===== config.mk =====
export PLATFORM = sky130hd
export DESIGN_NAME = brpred_unit
export DESIGN_NICKNAME = d
export VERILOG_FILES = /design/src/rtl/brpred_pkg.sv /design/src/rtl/brpred_csr.sv /design/src/rtl/brpred_policy.sv /design/src/rtl/brpred_store.sv /design/src/rtl/brpred_unit.sv
export SDC_FILE = /design/constraint.sdc
export NUM_CORES = 2
export LEC_CHECK = 0
export CAP_MARGIN = 20
export CORE_ASPECT_RATIO = 1.75
export CORE_MARGIN = 2
export CORE_UTILIZATION = 61
export CTS_BUF_LIST = sky130_fd_sc_hd__clkbuf_8
export CTS_CLUSTER_DIAMETER = 150
export DETAILED_ROUTE_END_ITERATION = 10
export GPL_ROUTABILITY_DRIVEN = 1
export HOLD_SLACK_MARGIN = 0.06
export PLACE_DENSITY_LB_ADDON = 0.12
export SYNTH_ARGS = -nofsm -noshare
export SYNTH_HDL_FRONTEND = slang
export SYNTH_SLANG_ARGS = --single-unit

===== constraint.sdc =====
create_clock -name clk -period 10.95 [get_ports clk]
set_input_delay 1.095 -clock clk [delete_from_list [all_inputs] [get_ports clk]]
set_output_delay 1.095 -clock clk [all_outputs]
set_load 0.02 [all_outputs]

===== src/rtl/brpred_pkg.sv =====
package brpred_pkg;

    localparam int CSR_W        = 32;
    localparam int BIT_EN       = 0;
    localparam int BIT_SPRED_LO = 1;
    localparam int BIT_ALLOC_LO = 4;
    localparam int BIT_FLUSH    = 9;

    localparam logic [1:0] CTR_WEAK_TAKEN = 2'b10;

    typedef struct packed {
        logic       en;
        logic [1:0] alloc;
        logic [1:0] spred;
    } brpred_cfg_t;

endpackage


===== src/rtl/brpred_csr.sv =====
module brpred_csr
    import brpred_pkg::*;
(
    input  logic             clk,
    input  logic             rst_n,
    input  logic             wr_en,
    input  logic [CSR_W-1:0] wr_data,
    output brpred_cfg_t      cfg,
    output logic             flush,
    output logic [CSR_W-1:0] rd_data
);

    brpred_cfg_t cfg_q;
    logic        unused_rsvd;

    always_ff @(posedge clk or negedge rst_n) begin
        if (!rst_n) begin
            cfg_q <= '0;
        end else if (wr_en) begin
            cfg_q.en    <= wr_data[BIT_EN];
            cfg_q.spred <= wr_data[BIT_SPRED_LO +: 2];
            cfg_q.alloc <= wr_data[BIT_ALLOC_LO +: 2];
        end
    end

    // Invalidate is a one-cycle command, never stored
    assign flush = wr_en && wr_data[BIT_FLUSH];
    assign cfg   = cfg_q;

    always_comb begin
        rd_data                       = '0;
        rd_data[BIT_EN]               = cfg_q.en;
        rd_data[BIT_SPRED_LO +: 2]    = cfg_q.spred;
        rd_data[BIT_ALLOC_LO +: 2]    = cfg_q.alloc;
    end

    assign unused_rsvd = ^wr_data;

endmodule


===== src/rtl/brpred_policy.sv =====
module brpred_policy
    import brpred_pkg::*;
(
    input  brpred_cfg_t cfg,
    input  logic        fetch_bwd,
    input  logic        res_bwd,
    output logic        miss_taken,
    output logic        alloc_ok
);

    // Static decision on a miss
    always_comb begin
        unique case (cfg.spred)
            2'b00:   miss_taken = 1'b1;
            2'b01:   miss_taken = !fetch_bwd;
            2'b10:   miss_taken = fetch_bwd;
            default: miss_taken = 1'b0;
        endcase
    end

    // alloc[0] blocks backward, alloc[1] blocks forward
    always_comb begin
        if (res_bwd) alloc_ok = !cfg.alloc[0];
        else         alloc_ok = !cfg.alloc[1];
    end

endmodule


===== src/rtl/brpred_store.sv =====
module brpred_store
    import brpred_pkg::*;
#(
    parameter int ENTRIES = 8,
    parameter int AW      = 32
) (
    input  logic          clk,
    input  logic          rst_n,
    input  logic          en,
    input  logic          flush,
    input  logic [AW-1:0] lk_addr,
    output logic          lk_hit,
    output logic          lk_taken,
    output logic [AW-1:0] lk_target,
    input  logic          up_valid,
    input  logic [AW-1:0] up_addr,
    input  logic [AW-1:0] up_target,
    input  logic          up_taken,
    input  logic          alloc_ok
);

    localparam int IDXW = (ENTRIES > 1) ? $clog2(ENTRIES) : 1;
    localparam int TAGW = AW - 2;
    localparam logic [IDXW-1:0] LAST_IDX = IDXW'(ENTRIES - 1);

    logic [ENTRIES-1:0] valid_q;
    logic [TAGW-1:0]    tag_q [ENTRIES];
    logic [AW-1:0]      tgt_q [ENTRIES];
    logic [1:0]         ctr_q [ENTRIES];
    logic [IDXW-1:0]    rr_q;

    logic [ENTRIES-1:0] lk_match, up_match;
    logic               up_hit, free_any, alloc_fire;
    logic [IDXW-1:0]    up_idx, free_idx, alloc_idx;
    logic               unused_low;

    for (genvar g = 0; g < ENTRIES; g++) begin : g_cmp
        assign lk_match[g] = valid_q[g] && (tag_q[g] == lk_addr[AW-1:2]);
        assign up_match[g] = valid_q[g] && (tag_q[g] == up_addr[AW-1:2]);
    end

    assign unused_low = ^{lk_addr[1:0], up_addr[1:0]};

    // Fetch-side lookup, combinational
    always_comb begin
        lk_hit    = en && (|lk_match);
        lk_taken  = 1'b0;
        lk_target = '0;
        for (int i = 0; i < ENTRIES; i++) begin
            if (en && lk_match[i]) begin
                lk_taken  = ctr_q[i][1];
                lk_target = tgt_q[i];
            end
        end
    end

    // Update-side selection
    always_comb begin
        up_hit   = en && (|up_match);
        up_idx   = '0;
        free_any = 1'b0;
        free_idx = '0;
        for (int i = 0; i < ENTRIES; i++) begin
            if (up_match[i]) up_idx = IDXW'(i);
        end
        for (int i = ENTRIES - 1; i >= 0; i--) begin
            if (!valid_q[i]) begin
                free_any = 1'b1;
                free_idx = IDXW'(i);
            end
        end
        alloc_fire = en && up_valid && !up_hit && up_taken && alloc_ok;
        alloc_idx  = free_any ? free_idx : rr_q;
    end

    always_ff @(posedge clk or negedge rst_n) begin
        if (!rst_n) begin
            valid_q <= '0;
            rr_q    <= '0;
            for (int i = 0; i < ENTRIES; i++) begin
                tag_q[i] <= '0;
                tgt_q[i] <= '0;
                ctr_q[i] <= '0;
            end
        end else if (flush) begin
            valid_q <= '0;
        end else if (en && up_valid && up_hit) begin
            tgt_q[up_idx] <= up_target;
            if (up_taken) begin
                if (ctr_q[up_idx] != 2'b11) ctr_q[up_idx] <= ctr_q[up_idx] + 2'd1;
            end else begin
                if (ctr_q[up_idx] != 2'b00) ctr_q[up_idx] <= ctr_q[up_idx] - 2'd1;
            end
        end else if (alloc_fire) begin
            valid_q[alloc_idx] <= 1'b1;
            tag_q[alloc_idx]   <= up_addr[AW-1:2];
            tgt_q[alloc_idx]   <= up_target;
            ctr_q[alloc_idx]   <= CTR_WEAK_TAKEN;
            if (!free_any) begin
                rr_q <= (rr_q == LAST_IDX) ? '0 : rr_q + 1'b1;
            end
        end
    end

    AST_FLUSH_EMPTIES: assert property (@(posedge clk) disable iff (!rst_n)
        flush |=> (valid_q == '0));

    AST_OFF_KEEPS_VALID: assert property (@(posedge clk) disable iff (!rst_n)
        (!en && !flush) |=> $stable(valid_q));

    AST_TAGS_UNIQUE: assert property (@(posedge clk) disable iff (!rst_n)
        $onehot0(lk_match));

    AST_NEW_ENTRY_WEAK: assert property (@(posedge clk) disable iff (!rst_n)
        (alloc_fire && !flush) |=> (ctr_q[$past(alloc_idx)] == CTR_WEAK_TAKEN));

endmodule


===== src/rtl/brpred_unit.sv =====
module brpred_unit
    import brpred_pkg::*;
#(
    parameter int ENTRIES = 8,
    parameter int AW      = 32
) (
    input  logic          clk,
    input  logic          rst_n,
    input  logic          csr_wr_en,
    input  logic [31:0]   csr_wr_data,
    output logic [31:0]   csr_rd_data,
    input  logic [AW-1:0] fetch_addr,
    input  logic          fetch_bwd,
    output logic          pred_hit,
    output logic          pred_taken,
    output logic [AW-1:0] pred_target,
    input  logic          res_valid,
    input  logic [AW-1:0] res_addr,
    input  logic [AW-1:0] res_target,
    input  logic          res_bwd,
    input  logic          res_taken
);

    brpred_cfg_t   cfg;
    logic          flush;
    logic          miss_taken, alloc_ok;
    logic          lk_hit, lk_taken;
    logic [AW-1:0] lk_target;

    brpred_csr i_csr (
        .clk     (clk),
        .rst_n   (rst_n),
        .wr_en   (csr_wr_en),
        .wr_data (csr_wr_data),
        .cfg     (cfg),
        .flush   (flush),
        .rd_data (csr_rd_data)
    );

    brpred_policy i_policy (
        .cfg        (cfg),
        .fetch_bwd  (fetch_bwd),
        .res_bwd    (res_bwd),
        .miss_taken (miss_taken),
        .alloc_ok   (alloc_ok)
    );

    brpred_store #(.ENTRIES(ENTRIES), .AW(AW)) i_store (
        .clk       (clk),
        .rst_n     (rst_n),
        .en        (cfg.en),
        .flush     (flush),
        .lk_addr   (fetch_addr),
        .lk_hit    (lk_hit),
        .lk_taken  (lk_taken),
        .lk_target (lk_target),
        .up_valid  (res_valid),
        .up_addr   (res_addr),
        .up_target (res_target),
        .up_taken  (res_taken),
        .alloc_ok  (alloc_ok)
    );

    assign pred_hit    = lk_hit;
    assign pred_taken  = lk_hit ? lk_taken : miss_taken;
    assign pred_target = lk_hit ? lk_target : '0;

    AST_OFF_NO_HIT: assert property (@(posedge clk) disable iff (!rst_n)
        !cfg.en |-> !pred_hit);

    AST_FLUSH_READS_ZERO: assert property (@(posedge clk) disable iff (!rst_n)
        $past(flush) |-> !csr_rd_data[BIT_FLUSH]);

endmodule


# After elaboration in Yosys (flattened, before gate mapping)
# Cells that the tools add are included.
# classes
n_bitwise	9
n_mux	75
reduce_logical	50
n_eq_ne	23
order_cmp	6
n_addsub	3
# op_table
cell	n
$bwmux 256	2
$mux 256	2
$eq 30x30->1	16
$mux 32	11
$bwmux 240	1
$demux 32 s3	2
$demux 30 s3	1
$mux 16	5
$mux 3	14
$logic_and 1x1->1	35
$bwmux 16	2
$mux 30	1
$mux 8	3
$mux 1	20
$or 8x8->8	2
$reduce_or 8->1	2
$demux 2 s3	2
$mux 2	6
$and 8x8->8	1
$ge 4x4->1 const B	2
$lt 4x1->1 const B	2
$not 3->4	2
$not 8->8	1
$reduce_and 4->1	2
19 further kinds	29
# word_totals
output_inout_bits	66
register_bits	528
in_bits	135

# Depth between registers and ports, before layout
# depth
word_depth	18
depth_mapped	20
ltp_nobuf	15

# By module
# Synthesis repeated with hierarchy kept, for this count alone.
# unflattened
hier_cells	2632
area_unflattened_um2	29793.6
# by_module_without_submodules
mod	area_per_inst_um2	instances	cells_per_inst
brpred_store	29074.1	1	2550
brpred_csr	432.9	1	44
brpred_unit	266.5	1	36
brpred_policy	20.0	1	2

# Worst setup path before layout
# OpenSTA, ideal clock, no wires.
# synth_timing
kind	input -> output
from	in fetch_addr[10]
to	out pred_target[25]
setup_slack_ns	6.057
path_buffers	2
t_arrival_ns	3.798
cell_stages	11
cell_sequence	clkbuf_1 -> xnor2_1 -> nand4_1 -> or4_1 -> nor3_1 -> buf_2 -> a22o_1 -> mux2i_1 -> o211ai_1 -> nand3_1 -> a31oi_1
# synth_via
elab_chain_cells	12
word_cells_on_any_way	35
# synth_lines
element	line_no	text
start: declaration	brpred_unit.sv:12	input logic [AW-1:0] fetch_addr,
$eq 30x30->1	brpred_store.sv:38	assign lk_match[g] = valid_q[g] && (tag_q[g] == lk_addr[AW-1:2]);
$logic_and 1x1->1	brpred_store.sv:38	
$logic_and 1x1->1	brpred_store.sv:50	if (en && lk_match[i]) begin
$mux 32 (8 in series)	brpred_store.sv:50	
$mux 32 (*)	brpred_unit.sv:66	assign pred_target = lk_hit ? lk_target : '0;
end: declaration	brpred_unit.sv:16	output logic [AW-1:0] pred_target,
# Mark *: on every way between the ends. The rest lies on a longest branch, timed or not.

# Worst setup path in the final report
# layout_timing
from	in fetch_addr[9]
to	out pred_target[17]
# The elaborated chain is that of the path after synthesis.

==> key figures <==
Timing
  • Tcrit/Tclk final: 65.9%
  • Worst-margin pin slew: 1210 ps
  • WHS: 484 ps
  • Final Worst Setup Slack: 3740 ps
  • Final hold viol count: 0
  • Crit path time final: 7210 ps
  • RSZ-0062 raised after global routing: no
  • Final setup violating endpoints: 0
  • Max_slew headroom: 18.7%
  • Setup TNS: 0 ps
  • Final Max Slew Viols: 0
  • Clock skew: 41.1 ps
  • Max frequency: 0.139 GHz

Yosys
  • Yosys cell types: 77
  • Cell Area, Synth: 29500 um2
  • #FFs+latches synth: 528
  • Post-Syn Instances: 2572
  • Post-synth EDFFs: 0
  • Post-synth ARST share: 100%
  • Warnings, synthesis: 0
  • Post-Syn Area per Cell: 11.5 um2
  • Primary FF master, synth: dfrtp_1
  • Sequential cell area fraction in the yosys report: 44.8%

Power and ir drop
  • Worst vdd ir: 127 uV
  • Register share of total power: 48.0%
  • Comb pwr share: 14.0%
  • P_int: 3310 uW
  • Static Leak: 0.0149 uW
  • Power, Total: 4570 uW
  • Sw Share: 27.7%
  • P_sw: 1260 uW
  • Clock network power share: 37.9%
  • PwrDens: 138 nW/um2

Clock tree
  • Clk buf depth: 3
  • Root buf cell: clkbuf_8
  • Setup repair bufs after CTS: 0
  • Clock sinks: 528
  • Htree depth: 3
  • PostCTS Resize Cnt: 0
  • Clock insertion delay at the later pin of the skew report: 670 ps
  • CTS tree: built
  • Num CTS Buffers: 80
  • Hold Buf Count CTS: 0
  • Clk slew on worst S/H paths: 60 ps

Detailed routing
  • Drt total wl: 91700 um
  • Post-route ant nets: 0
  • Drt drc: 0
  • Vias per Instance: 6.45
  • Total iterations of the first detailed-routing run: 5
  • Starting DRT DRC Count: 1536
  • Wire per inst: 27.5 um
  • Via count: 21500

Setup path
  • R2R Setup Slk: 5620 ps
  • R2r startpoint: i_store.tag_q[99]
  • Max FO, Critical Path: 62
  • CP Cell Sequence: clkdlybuf4s50_1 > xnor2_1 > nand4_1 > nor4_1 > nand4_1 > nor2_4 > buf_4 > inv_1 > and3_1 > buf_4 > a21oi_1 > clkdlybuf4s50_1
  • Worst Reg-to-Reg Cells: 14
  • CP required: 9860 ps
  • Crit Path Category: primary input to output pin
  • CP endpoint kind: output pin
  • Slowest stage cell, crit path: clkdlybuf4s50_1
  • Critical Path Source Type: primary input
  • Worst R2R End: i_store.ctr_q[9]
  • Largest stage delay, worst path: 1020 ps
  • Arrival @ worst endpoint: 6120 ps

Status
  • Outcome: completed

Cells and area
  • Layout cells sized above 1: 20.5%
  • Final core occ: 69.4%
  • Post-layout net count: 2819
  • Commonest non-fill, non-tap cell in the layout: dfrtp_1
  • Area grow syn2layout: 12.3%
  • Most frequent cells in the layout: 528 x dfrtp_1, 379 x xnor2_1, 278 x mux2_2

Place
  • Place WS: 3940 ps
  • DP HPWL: 60700 um
  • Buffers on Ports: 143
  • Final GP Congestion: 0.963

Worst hold path
  • Start point of the worst hold path: i_store.tgt_q[106]
  • Min-Delay Path Class: flop to flop
  • Hold Crit Depth: 1
  • WHS Endpoint: i_store.tgt_q[106]

Floorplan
  • Die X: 170 um
  • Starting Density: 61.8%
  • FP Rows: 106
  • Die Y-Extent: 295 um
  • Die area: 50200 um2
  • Core footprint: 47700 um2
  • I/O pin cnt: 201

GRT
  • Overflow after GRT: 0
  • First-pass GRT wire length: 138000 um
  • Tot GR Track Use: 37.2%
  • Vias in the first global route: 22700
  • Initial antenna violation count: 2
  • Largest net degree at the start of global routing: 181

Flow run
  • MaxCap Viol Count: 0
-- Yosys cell counts, types with 49 or more instances --
cell	instances	share of area, %
dfrtp_1	528	45
xnor2_1	379	11
mux2_2	278	11
mux2_1	159	6.1
nand4_1	136	2.9
nand2_1	129	1.6
xor2_1	101	3.0
o211ai_1	91	2.3
buf_2	86	1.5
clkbuf_1	83	1.1
o21ai_0	69	1.2
nor4_1	56	1.2
nor2_1	50	0.64
mux2_4	49	2.5
-- worst max path at each step --
stage	slack (ps)	depth (start not counted)	startpoint	endpoint
6_report	3740	12	fetch_addr[9]	pred_target[17]
5_1_grt	3680	12	fetch_addr[9]	pred_target[9]
4_1_cts	3920	12	fetch_addr[18]	pred_target[9]
3_5_place_dp	3940	12	fetch_addr[18]	pred_target[9]
3_3_place_gp	3830	12	fetch_addr[21]	pred_target[9]
2_1_floorplan	6060	11	fetch_addr[10]	pred_target[25]
-- stage by stage --
step | area (um2) | cells
2_1_floorplan | 29600 | 2598
3_3_place_gp | 31400 | 3189
3_5_place_dp | 31400 | 3190
4_1_cts | 33100 | 3337
5_1_grt | 33100 | 3341
6_report | 33100 | 3341
-- worst max-delay path: cells and delay by family --
kind	cells	cell delay, ps
buf+inv	5	2900
simple gates	5	1370
xor+xnor	1	410
compound gates	1	300
-- flip-flops by register name, summed over array words and instances (netlist names) --
signal / flops
i_store.ctr_q: 16
i_csr.cfg: 5
i_store.tag_q: 240
i_store.rr_q: 3
i_store.tgt_q: 256
i_store.valid_q: 8
-- final cells by class --
class	count	area, um2
antenna	2	5.00
clock buffer	104	1430
clock inverter	43	292
fill	3632	14600
inverter	22	82.6
multi-input combinational	1828	15300
sequential	528	13200
tap	594	743
timing repair buffer	220	2060
-- routing by layer --
| metal | vias to the layer above | GRT usage, % | wire length [um] |
|---|---|---|---|
| met4 | 0 | 28.4 | 8310 |
| met2 | 965 | 62.7 | 44600 |
| met1 | 10800 | 41.4 | 32600 |
| li1 | 9363 | - | - |
| met5 | - | 0 | 0 |
| met3 | 407 | 7.18 | 6200 |
-- cells by family after synthesis --
logic type	count (synthesis)	synth area share [%]
buf+inv	242	3.99
simple gates	488	9.04
xor+xnor	480	14.2
flops	528	44.8
other cells	1	0.0127
mux	525	20.5
compound gates	304	7.27
fa+ha+maj	4	0.170
-- power groups by stage --
stage	combinational [uW]	sequential (uW)	clock, uW
2_1_floorplan	411	2200	0
3_3_place_gp	617	2220	0
3_5_place_dp	631	2230	0
4_1_cts	634	2190	1760
5_1_grt	683	2210	1850
6_report	641	2190	1730
No activity file was read; power rests on OpenSTA's default activity.
